## src/rtl/frc_pkg.sv

```systemverilog
package frc_pkg;

    typedef enum logic [1:0] {
        OPC_READ    = 2'd0,
        OPC_AUTOSEL = 2'd1,
        OPC_PROG    = 2'd2,
        OPC_ERASE   = 2'd3
    } opc_e;

    typedef enum logic [1:0] {
        ST_IDLE  = 2'd0,
        ST_BUSY  = 2'd1,
        ST_RECOV = 2'd2
    } op_state_e;

    typedef enum logic {
        MODE_ARRAY   = 1'b0,
        MODE_AUTOSEL = 1'b1
    } rd_mode_e;

    function automatic int unsigned max2(int unsigned a, int unsigned b);
        return (a > b) ? a : b;
    endfunction

    function automatic int unsigned cnt_width(int unsigned n);
        return (n < 2) ? 1 : $clog2(n + 1);
    endfunction

endpackage

```

## src/rtl/frc_pulse_qual.sv

```systemverilog
module frc_pulse_qual
    import frc_pkg::*;
#(
    parameter int unsigned TRP = 4,
    parameter int unsigned TRH = 3
) (
    input  logic clk,
    input  logic rst,
    input  logic hw_rst_n,
    output logic abort,
    output logic rh_wait
);
    localparam int unsigned LW = cnt_width(TRP);
    localparam int unsigned HW = cnt_width(TRH);

    logic [LW-1:0] lo_cnt;
    logic [HW-1:0] rh_cnt;

    // Qualified pulse: this edge is the TRP-th consecutive low sample
    assign abort   = !hw_rst_n && (lo_cnt == LW'(TRP - 1));
    assign rh_wait = (rh_cnt != '0);

    always_ff @(posedge clk) begin
        if (rst) begin
            lo_cnt <= '0;
            rh_cnt <= '0;
        end else begin
            if (hw_rst_n)
                lo_cnt <= '0;
            else if (lo_cnt != LW'(TRP))
                lo_cnt <= lo_cnt + 1'b1;

            if (abort)
                rh_cnt <= HW'(TRH);
            else if (hw_rst_n && rh_cnt != '0)
                rh_cnt <= rh_cnt - 1'b1;
        end
    end
endmodule

```

## src/rtl/frc_op_engine.sv

```systemverilog
module frc_op_engine
    import frc_pkg::*;
#(
    parameter int unsigned PROG_CYC    = 12,
    parameter int unsigned ERASE_CYC   = 30,
    parameter int unsigned TREADY_OP   = 20,
    parameter int unsigned TREADY_IDLE = 6
) (
    input  logic      clk,
    input  logic      rst,
    input  logic      abort,
    input  logic      start,
    input  logic      start_erase,
    output op_state_e state,
    output logic      busy_flag
);
    localparam int unsigned MAXC = max2(max2(PROG_CYC, ERASE_CYC), max2(TREADY_OP, TREADY_IDLE));
    localparam int unsigned CW   = cnt_width(MAXC);

    logic [CW-1:0] cnt;
    logic          rec_op;
    logic          from_op;

    assign from_op   = (state == ST_BUSY) || (state == ST_RECOV && rec_op);
    assign busy_flag = from_op;

    always_ff @(posedge clk) begin
        if (rst) begin
            state  <= ST_IDLE;
            cnt    <= '0;
            rec_op <= 1'b0;
        end else if (abort) begin
            state  <= ST_RECOV;
            rec_op <= from_op;
            cnt    <= from_op ? CW'(TREADY_OP - 1) : CW'(TREADY_IDLE - 1);
        end else begin
            unique case (state)
                ST_IDLE: begin
                    if (start) begin
                        state <= ST_BUSY;
                        cnt   <= start_erase ? CW'(ERASE_CYC - 1) : CW'(PROG_CYC - 1);
                    end
                end
                ST_BUSY, ST_RECOV: begin
                    if (cnt == '0) begin
                        state  <= ST_IDLE;
                        rec_op <= 1'b0;
                    end else begin
                        cnt <= cnt - 1'b1;
                    end
                end
                default: state <= ST_IDLE;
            endcase
        end
    end
endmodule

```

## src/rtl/frc_mode_reg.sv

```systemverilog
module frc_mode_reg
    import frc_pkg::*;
(
    input  logic     clk,
    input  logic     rst,
    input  logic     abort,
    input  logic     op_running,
    input  logic     cmd_acc,
    input  opc_e     opc,
    output rd_mode_e mode,
    output logic     interrupted
);
    always_ff @(posedge clk) begin
        if (rst) begin
            mode        <= MODE_ARRAY;
            interrupted <= 1'b0;
        end else if (abort) begin
            mode <= MODE_ARRAY;
            if (op_running)
                interrupted <= 1'b1;
        end else if (cmd_acc) begin
            interrupted <= 1'b0;
            if (opc == OPC_READ)
                mode <= MODE_ARRAY;
            else if (opc == OPC_AUTOSEL)
                mode <= MODE_AUTOSEL;
        end
    end
endmodule

```

## src/rtl/flash_rst_ctrl.sv

```systemverilog
module flash_rst_ctrl
    import frc_pkg::*;
#(
    parameter int unsigned DW          = 16,
    parameter int unsigned TRP         = 4,
    parameter int unsigned TREADY_OP   = 20,
    parameter int unsigned TREADY_IDLE = 6,
    parameter int unsigned TRH         = 3,
    parameter int unsigned PROG_CYC    = 12,
    parameter int unsigned ERASE_CYC   = 30,
    parameter logic [7:0]  ID_CODE     = 8'hA7
) (
    input  logic          clk,
    input  logic          rst,
    input  logic          ce_n,
    input  logic          oe_n,
    input  logic          hw_rst_n,
    input  logic          cmd_valid,
    input  logic [1:0]    cmd_opc,
    input  logic [DW-1:0] array_data,
    output logic          dq_oe,
    output logic [DW-1:0] dq_out,
    output logic          ry_by,
    output logic          autosel_mode,
    output logic          op_interrupted
);
    localparam int unsigned UPW = (DW > 8) ? DW - 8 : 1;

    opc_e      opc;
    op_state_e state;
    rd_mode_e  mode;
    logic      abort, rh_wait, busy_flag;
    logic      access_ok, cmd_acc, start, start_erase;

    assign opc         = opc_e'(cmd_opc);
    assign access_ok   = hw_rst_n && !rh_wait && (state != ST_RECOV);
    assign cmd_acc     = cmd_valid && !ce_n && access_ok && (state == ST_IDLE);
    assign start       = cmd_acc && (opc == OPC_PROG || opc == OPC_ERASE);
    assign start_erase = (opc == OPC_ERASE);

    frc_pulse_qual #(.TRP(TRP), .TRH(TRH)) u_qual (
        .clk      (clk),
        .rst      (rst),
        .hw_rst_n (hw_rst_n),
        .abort    (abort),
        .rh_wait  (rh_wait)
    );

    frc_op_engine #(
        .PROG_CYC    (PROG_CYC),
        .ERASE_CYC   (ERASE_CYC),
        .TREADY_OP   (TREADY_OP),
        .TREADY_IDLE (TREADY_IDLE)
    ) u_eng (
        .clk         (clk),
        .rst         (rst),
        .abort       (abort),
        .start       (start),
        .start_erase (start_erase),
        .state       (state),
        .busy_flag   (busy_flag)
    );

    frc_mode_reg u_mode (
        .clk         (clk),
        .rst         (rst),
        .abort       (abort),
        .op_running  (state == ST_BUSY),
        .cmd_acc     (cmd_acc),
        .opc         (opc),
        .mode        (mode),
        .interrupted (op_interrupted)
    );

    assign dq_oe        = access_ok && !ce_n && !oe_n;
    assign ry_by        = !busy_flag;
    assign autosel_mode = (mode == MODE_AUTOSEL);

    generate
        if (DW > 8) begin : g_wide
            assign dq_out = (mode == MODE_AUTOSEL) ? {UPW'(0), ID_CODE} : array_data;
        end else begin : g_narrow
            assign dq_out = (mode == MODE_AUTOSEL) ? ID_CODE[DW-1:0] : array_data;
        end
    endgenerate
endmodule

```

## config.mk

```make
export PLATFORM = sky130hd
export DESIGN_NAME = flash_rst_ctrl
export DESIGN_NICKNAME = d
export VERILOG_FILES = /design/src/rtl/frc_pkg.sv /design/src/rtl/frc_pulse_qual.sv /design/src/rtl/frc_op_engine.sv /design/src/rtl/frc_mode_reg.sv /design/src/rtl/flash_rst_ctrl.sv
export SDC_FILE = /design/constraint.sdc
export NUM_CORES = 1
export LEC_CHECK = 0
export BUFFER_PORTS_ARGS = -buffer_cell sky130_fd_sc_hd__buf_4
export CORE_UTILIZATION = 47
export CTS_CLUSTER_DIAMETER = 100
export DETAILED_ROUTE_END_ITERATION = 6
export PLACE_DENSITY = 0.83
export REMOVE_ABC_BUFFERS = 1
export SYNTH_ARGS = -nofsm -noshare
export SYNTH_HDL_FRONTEND = slang
export SYNTH_HIERARCHICAL = 1
export SYNTH_SLANG_ARGS = --single-unit
```

## constraint.sdc

```tcl
create_clock -name clk -period 2.7 [get_ports clk]
set_input_delay 0.135 -clock clk [delete_from_list [all_inputs] [get_ports clk]]
set_output_delay 0.135 -clock clk [all_outputs]
set_load 0.03 [all_outputs]
```

# After elaboration in Yosys (flattened, before gate mapping)

Cells that the tools add are included.

Register bits: 15

$add $sub $neg: 3
Eq/ne operators: 14
Muxes and demuxes: 21
Reductions and logical operators: 37

Operators by type and width:

| cell                                              | count |
|---|---|
| two-way mux 5 bit                                 | 5 |
| two-way mux 16 bit                                | 1 |
| nonzero test 2 bit                                | 6 |
| logical AND 1 bit                                 | 11 |
| two-way mux 2 bit                                 | 5 |
| one-hot mux 5 bit (2 select lines)                | 1 |
| AND reduction 2 bit                               | 5 |
| != test 3 bit (second input constant)             | 3 |
| two-way mux 1 bit                                 | 8 |
| == test 2 bit (second input constant)             | 3 |
| OR reduction 2 bit                                | 3 |
| logical NOT 1 bit                                 | 5 |
| logical NOT 5 bit                                 | 1 |
| subtractor 5 x 1 -> 5 bit (second input constant) | 1 |
| == test 2 x 1 -> 1 bit (second input constant)    | 2 |
| logical NOT 2 bit                                 | 2 |
| != test 2 x 1 -> 1 bit (second input constant)    | 2 |
| != test 2 bit (second input constant)             | 2 |
| one-hot mux 2 bit (2 select lines)                | 1 |
| adder 3 x 1 -> 3 bit (second input constant)      | 1 |
| == test 3 x 2 -> 1 bit (second input constant)    | 1 |
| != test 3 x 2 -> 1 bit (second input constant)    | 1 |
| AND reduction 3 bit                               | 1 |
| nonzero test 3 bit                                | 1 |
| 2 further kinds                                   | 3 |

# Longest topological paths before layout

Depth after elaboration: 10
Mapped depth: 9
Mapped depth without buffers: 9

# By module

Netlist, hierarchy kept.

By module, submodules not included:

| module         | instances | cells each | area each (um2) |
|---|---|---|---|
| frc_op_engine  | 1         | 62         | 525.5 |
| frc_pulse_qual | 1         | 27         | 255.2 |
| flash_rst_ctrl | 1         | 26         | 173.9 |
| frc_mode_reg   | 1         | 9          | 82.6 |

# Least setup slack after synthesis

Ideal clock, no wire load.

Path type: register -> register
From: reg u_qual.rh_cnt[0]
To: reg u_eng.cnt[2]
Arrival: 2.132 ns
Required time: 2.641 ns
Setup slack: 0.509 ns
Cell stages (with the launch flop): 10
Path buffers: 0
Clock period less this slack: 2.191 ns
Cell sequence: dfxtp_1 > inv_1 > ha_1 > inv_1 > or3b_4 > nor4_2 > mux2i_1 > a21oi_4 > or4b_1 > nand2_1

Word-level cells in the longest chain between the ends: 9

Ends and longest elaborated chain:

| item                           | line                 | text |
|---|---|---|
| start, declared                | frc_pulse_qual.sv:17 | `logic [HW-1:0] rh_cnt;` |
| start signal, assigned         | frc_pulse_qual.sv:34 | `rh_cnt <= HW'(TRH);` |
| start signal, assigned         | frc_pulse_qual.sv:36 | `rh_cnt <= rh_cnt - 1'b1;` |
| nonzero test 2 bit             | frc_pulse_qual.sv:21 | `assign rh_wait = (rh_cnt != '0);` |
| via rh_wait                    | flash_rst_ctrl.sv:32 | `logic abort, rh_wait, busy_flag;` |
| logical NOT 1 bit              | flash_rst_ctrl.sv:36 | `assign access_ok = hw_rst_n && !rh_wait && (state != ST_RECOV);` |
| logical AND 1 bit (2 in a row) | flash_rst_ctrl.sv:36 |  |
| logical AND 1 bit (2 in a row) | flash_rst_ctrl.sv:37 | `assign cmd_acc = cmd_valid && !ce_n && access_ok && (state == ST_IDLE);` |
| logical AND 1 bit              | flash_rst_ctrl.sv:38 | `assign start = cmd_acc && (opc == OPC_PROG \|\| opc == OPC_ERASE);` |
| via start                      | flash_rst_ctrl.sv:33 | `logic access_ok, cmd_acc, start, start_erase;` |
| != test 3 bit (no line)        | -                    |  |
| AND reduction 3 bit (no line)  | -                    |  |
| end signal, assigned           | frc_op_engine.sv:35  | `cnt <= from_op ? CW'(TREADY_OP - 1) : CW'(TREADY_IDLE - 1);` |
| end signal, assigned           | frc_op_engine.sv:41  | `cnt <= start_erase ? CW'(ERASE_CYC - 1) : CW'(PROG_CYC - 1);` |
| end signal, assigned           | frc_op_engine.sv:49  | `cnt <= cnt - 1'b1;` |
| end, declared                  | frc_op_engine.sv:20  | `logic [CW-1:0] cnt;` |

The timed path passes the listed nets, and every way through them passes these cells.
A chain may end at the register's enable or synchronous reset.

# Final worst setup path

Same ends and word-level chain as after synthesis.

==> metrics <==
result of the run=completed; CP Max Fanout=6; path type of the worst min-delay path=in -> reg; final core utilization=0.692; Post-route DRC=0; area added between synthesis and finish=34.9%; buffer cell driving the clock tree root=clkbuf_4; Die Span Y=about 49 um; count of TritonRoute iterations in the first routing pass=4; transition time of the tightest slew-check pin=just under 0.5 ns; number of violations of the max-capacitance limit=0; clock tree from TritonCTS=done; Die Area=2400 um^2; antenna-violating nets left=0; H-tree lvl count=1; Post-CTS Setup Inserts=0; quantity of hold-fixing buffers added after cts=0; slowest cell on the critical path=or4b_1; critical path class=reg -> reg; layout cell share with drive strength beyond 1=0.359; Post-Layout Cell Count=194; CTS buffer count=3; sequential cell area fraction in the yosys report=0.290; initial core utilization=0.513; clock insertion delay at the later pin of the skew report=slightly below 0.3 ns; synthesized instance count=124; data required time of the worst path=~2.9 ns; routed wirelength normalized by instance count=approximately 12 um; destination of the worst register-to-register timing path=u_eng/cnt[2]; cells traversed along the worst timing path=inv_1 -> ha_1 -> inv_1 -> or3b_4 -> nor4_2 -> mux2i_1 -> a21oi_4 -> or4b_1 -> nand2_1; FMAX=0.417 GHz; launching instance or port of the critical path=u_qual/rh_cnt[0]; power density of the placed cells=387 nW/um^2; static leakage=0.625 nW; row cnt=16; CP Data Arrival Time=2.63 ns; post-cts repair resize count=0; top cells by instance count after synthesis=dfxtp_1 (15), nor2b_1 (15), inv_1 (13), ha_1 (8), nand2_1 (8); post-synthesis sequential element count=15; number of enable flip-flop cells after synthesis=0; total half-perimeter wirelength after legalization and detailed placement=~1800 um; Post-Synthesis Mean Instance Area=8.36 um^2; deepest clock path buffer count=2; global-route usage over all layers=0.211; final clock skew=0.00483 ns; cell area after technology mapping=just over 1000 um^2; Clock Pin Slew Worst Setup and Hold Paths=0.10 ns; count of yosys warnings during synthesis=6; cell type with the largest total area after synthesis=dfxtp_1; async set-reset flop share out of synthesis=0; post-synthesis cell type count=38; routability congestion estimate=around 0.89; vias in the first global route=933; global route total overflow=0; global-route wire length before repair=3950 um; top cells by area in the synthesized netlist=dfxtp_1 (29%), ha_1 (9.7%), nor2b_1 (9.0%), inv_1 (4.7%), a211oi_1 (3.6%); number of top-level pins=44; endpoint of the most critical setup path=u_eng/cnt[2]; unrepaired setup endpoints after global routing=no; area of the placeable core=between 2000 and 2500 um^2; routed via count=~1.0k; die boundary width=49.0 um; final hold slack=0.0415 ns; DP Cell Count=190; CTS sink cnt=15; startpoint class of the critical path=flop; CP bufs+invs=2; iteration-0 DRC count of the detailed router=15; Crit. End Element=flop; port buffer count=43; most frequent cell on the critical path=inv_1; overall power consumption=0.000541 W; Slew HR=0.679; largest net degree at the start of global routing=19; slack of the worst reg-to-reg path=0.30 ns; average via count per standard cell=about 5.3; total length of routed wires=2390 um; Worst Reg2Reg Path Length in Cells=9; top cell family by delay on the critical path=simple AND/OR/NAND/NOR gates; Sum Neg Setup Slack=0 ns; final slew viol count=0; Final Critical Period=2.40 ns; final number of setup-violating endpoints=0; final-report hold violation count=0; share of Yosys cell area claimed by the top area cell type=0.290; final critical-path share of the clock period=0.887; net total in the final layout=200; Crit. path cell count=9; n_diodes=0; primary flip-flop cell chosen by synthesis mapping=dfxtp_1; peak per-stage delay on the critical path=about 0.45 ns; launch point of the worst reg-to-reg path=u_qual/rh_cnt[0]; number of antenna violations at the first check in global routing=0; IR Drop Worst-Case VDD=0.346 mV
## power breakdown
group	switching, W	internal, W	total (W)
registers	0.00000961	0.000230	0.000240
clock network	0.0000779	0.0000551	0.000133
logic	0.0000876	0.0000803	0.000168
## state kept, by name (all words and copies together) (netlist names)
register            flops
u_eng/rec_op            1
u_mode/interrupted      1
u_eng/cnt               5
u_mode/mode             1
u_eng/state             2
u_qual/lo_cnt           3
u_qual/rh_cnt           2
## cell families after synthesis
| family | Yosys count | synth area share |
|---|---|---|
| xor+xnor | 2 | 0.0169 |
| compound gates | 26 | 0.177 |
| simple gates | 53 | 0.322 |
| flops | 15 | 0.290 |
| fa+ha+maj | 8 | 0.0965 |
| buf+inv | 17 | 0.0688 |
| mux | 3 | 0.0290 |
## metal layers
metal,GRT usage,wire length (um),vias up
li1,-,-,515
met3,0.0717,251,6
met2,0.375,1170,50
met5,0,0,-
met1,0.231,949,458
met4,0.0784,21,0
## worst min path at each step
stage                     startpoint                to  slack, ns  depth (start not counted)
after floorplan                  rst       u_mode/mode       0.20                          1
after global placement      hw_rst_n  u_qual/lo_cnt[2]       0.34                          2
after detailed placement    hw_rst_n  u_qual/lo_cnt[2]       0.35                          2
after CTS                   hw_rst_n  u_qual/lo_cnt[2]       0.03                          2
after global routing        hw_rst_n  u_qual/lo_cnt[0]       0.03                          2
final                       hw_rst_n  u_qual/lo_cnt[0]       0.04                          2
## area by class of cell
| class | count | area, um^2 |
|---|---|---|
| Sequential cell | 15 | 300 |
| Clock buffer | 3 | 22.5 |
| Tap cell | 27 | 33.8 |
| Multi-Input combinational cell | 92 | 666 |
| Timing Repair Buffer | 43 | 323 |
| Clock inverter | 1 | 5.00 |
| Fill cell | 163 | 623 |
| Inverter | 13 | 48.8 |
## per-stage QoR
step / setup WS, ns / area, um^2
after floorplan: 0.509 / 1010
after global placement: 0.420 / 1370
after detailed placement: 0.336 / 1370
after CTS: 0.305 / 1400
after global routing: 0.0728 / 1400
final: 0.304 / 1400
## cell usage in the layout (no fill, tap or decap), types with 2 or more instances in the layout
cell type   n
nand2_1     8
nor3_1      7
o21a_1      2
dfxtp_1    15
nor2_1      2
nor2b_1    15
inv_1      13
nor4_1      3
a21o_1      2
a211oi_1    5
clkbuf_4    3
and2b_2     2
buf_4      43
o21ai_1     3
a21oi_1     7
mux2i_1     3
ha_1        8
or2_2       5
(Power assumes the default switching activity.)
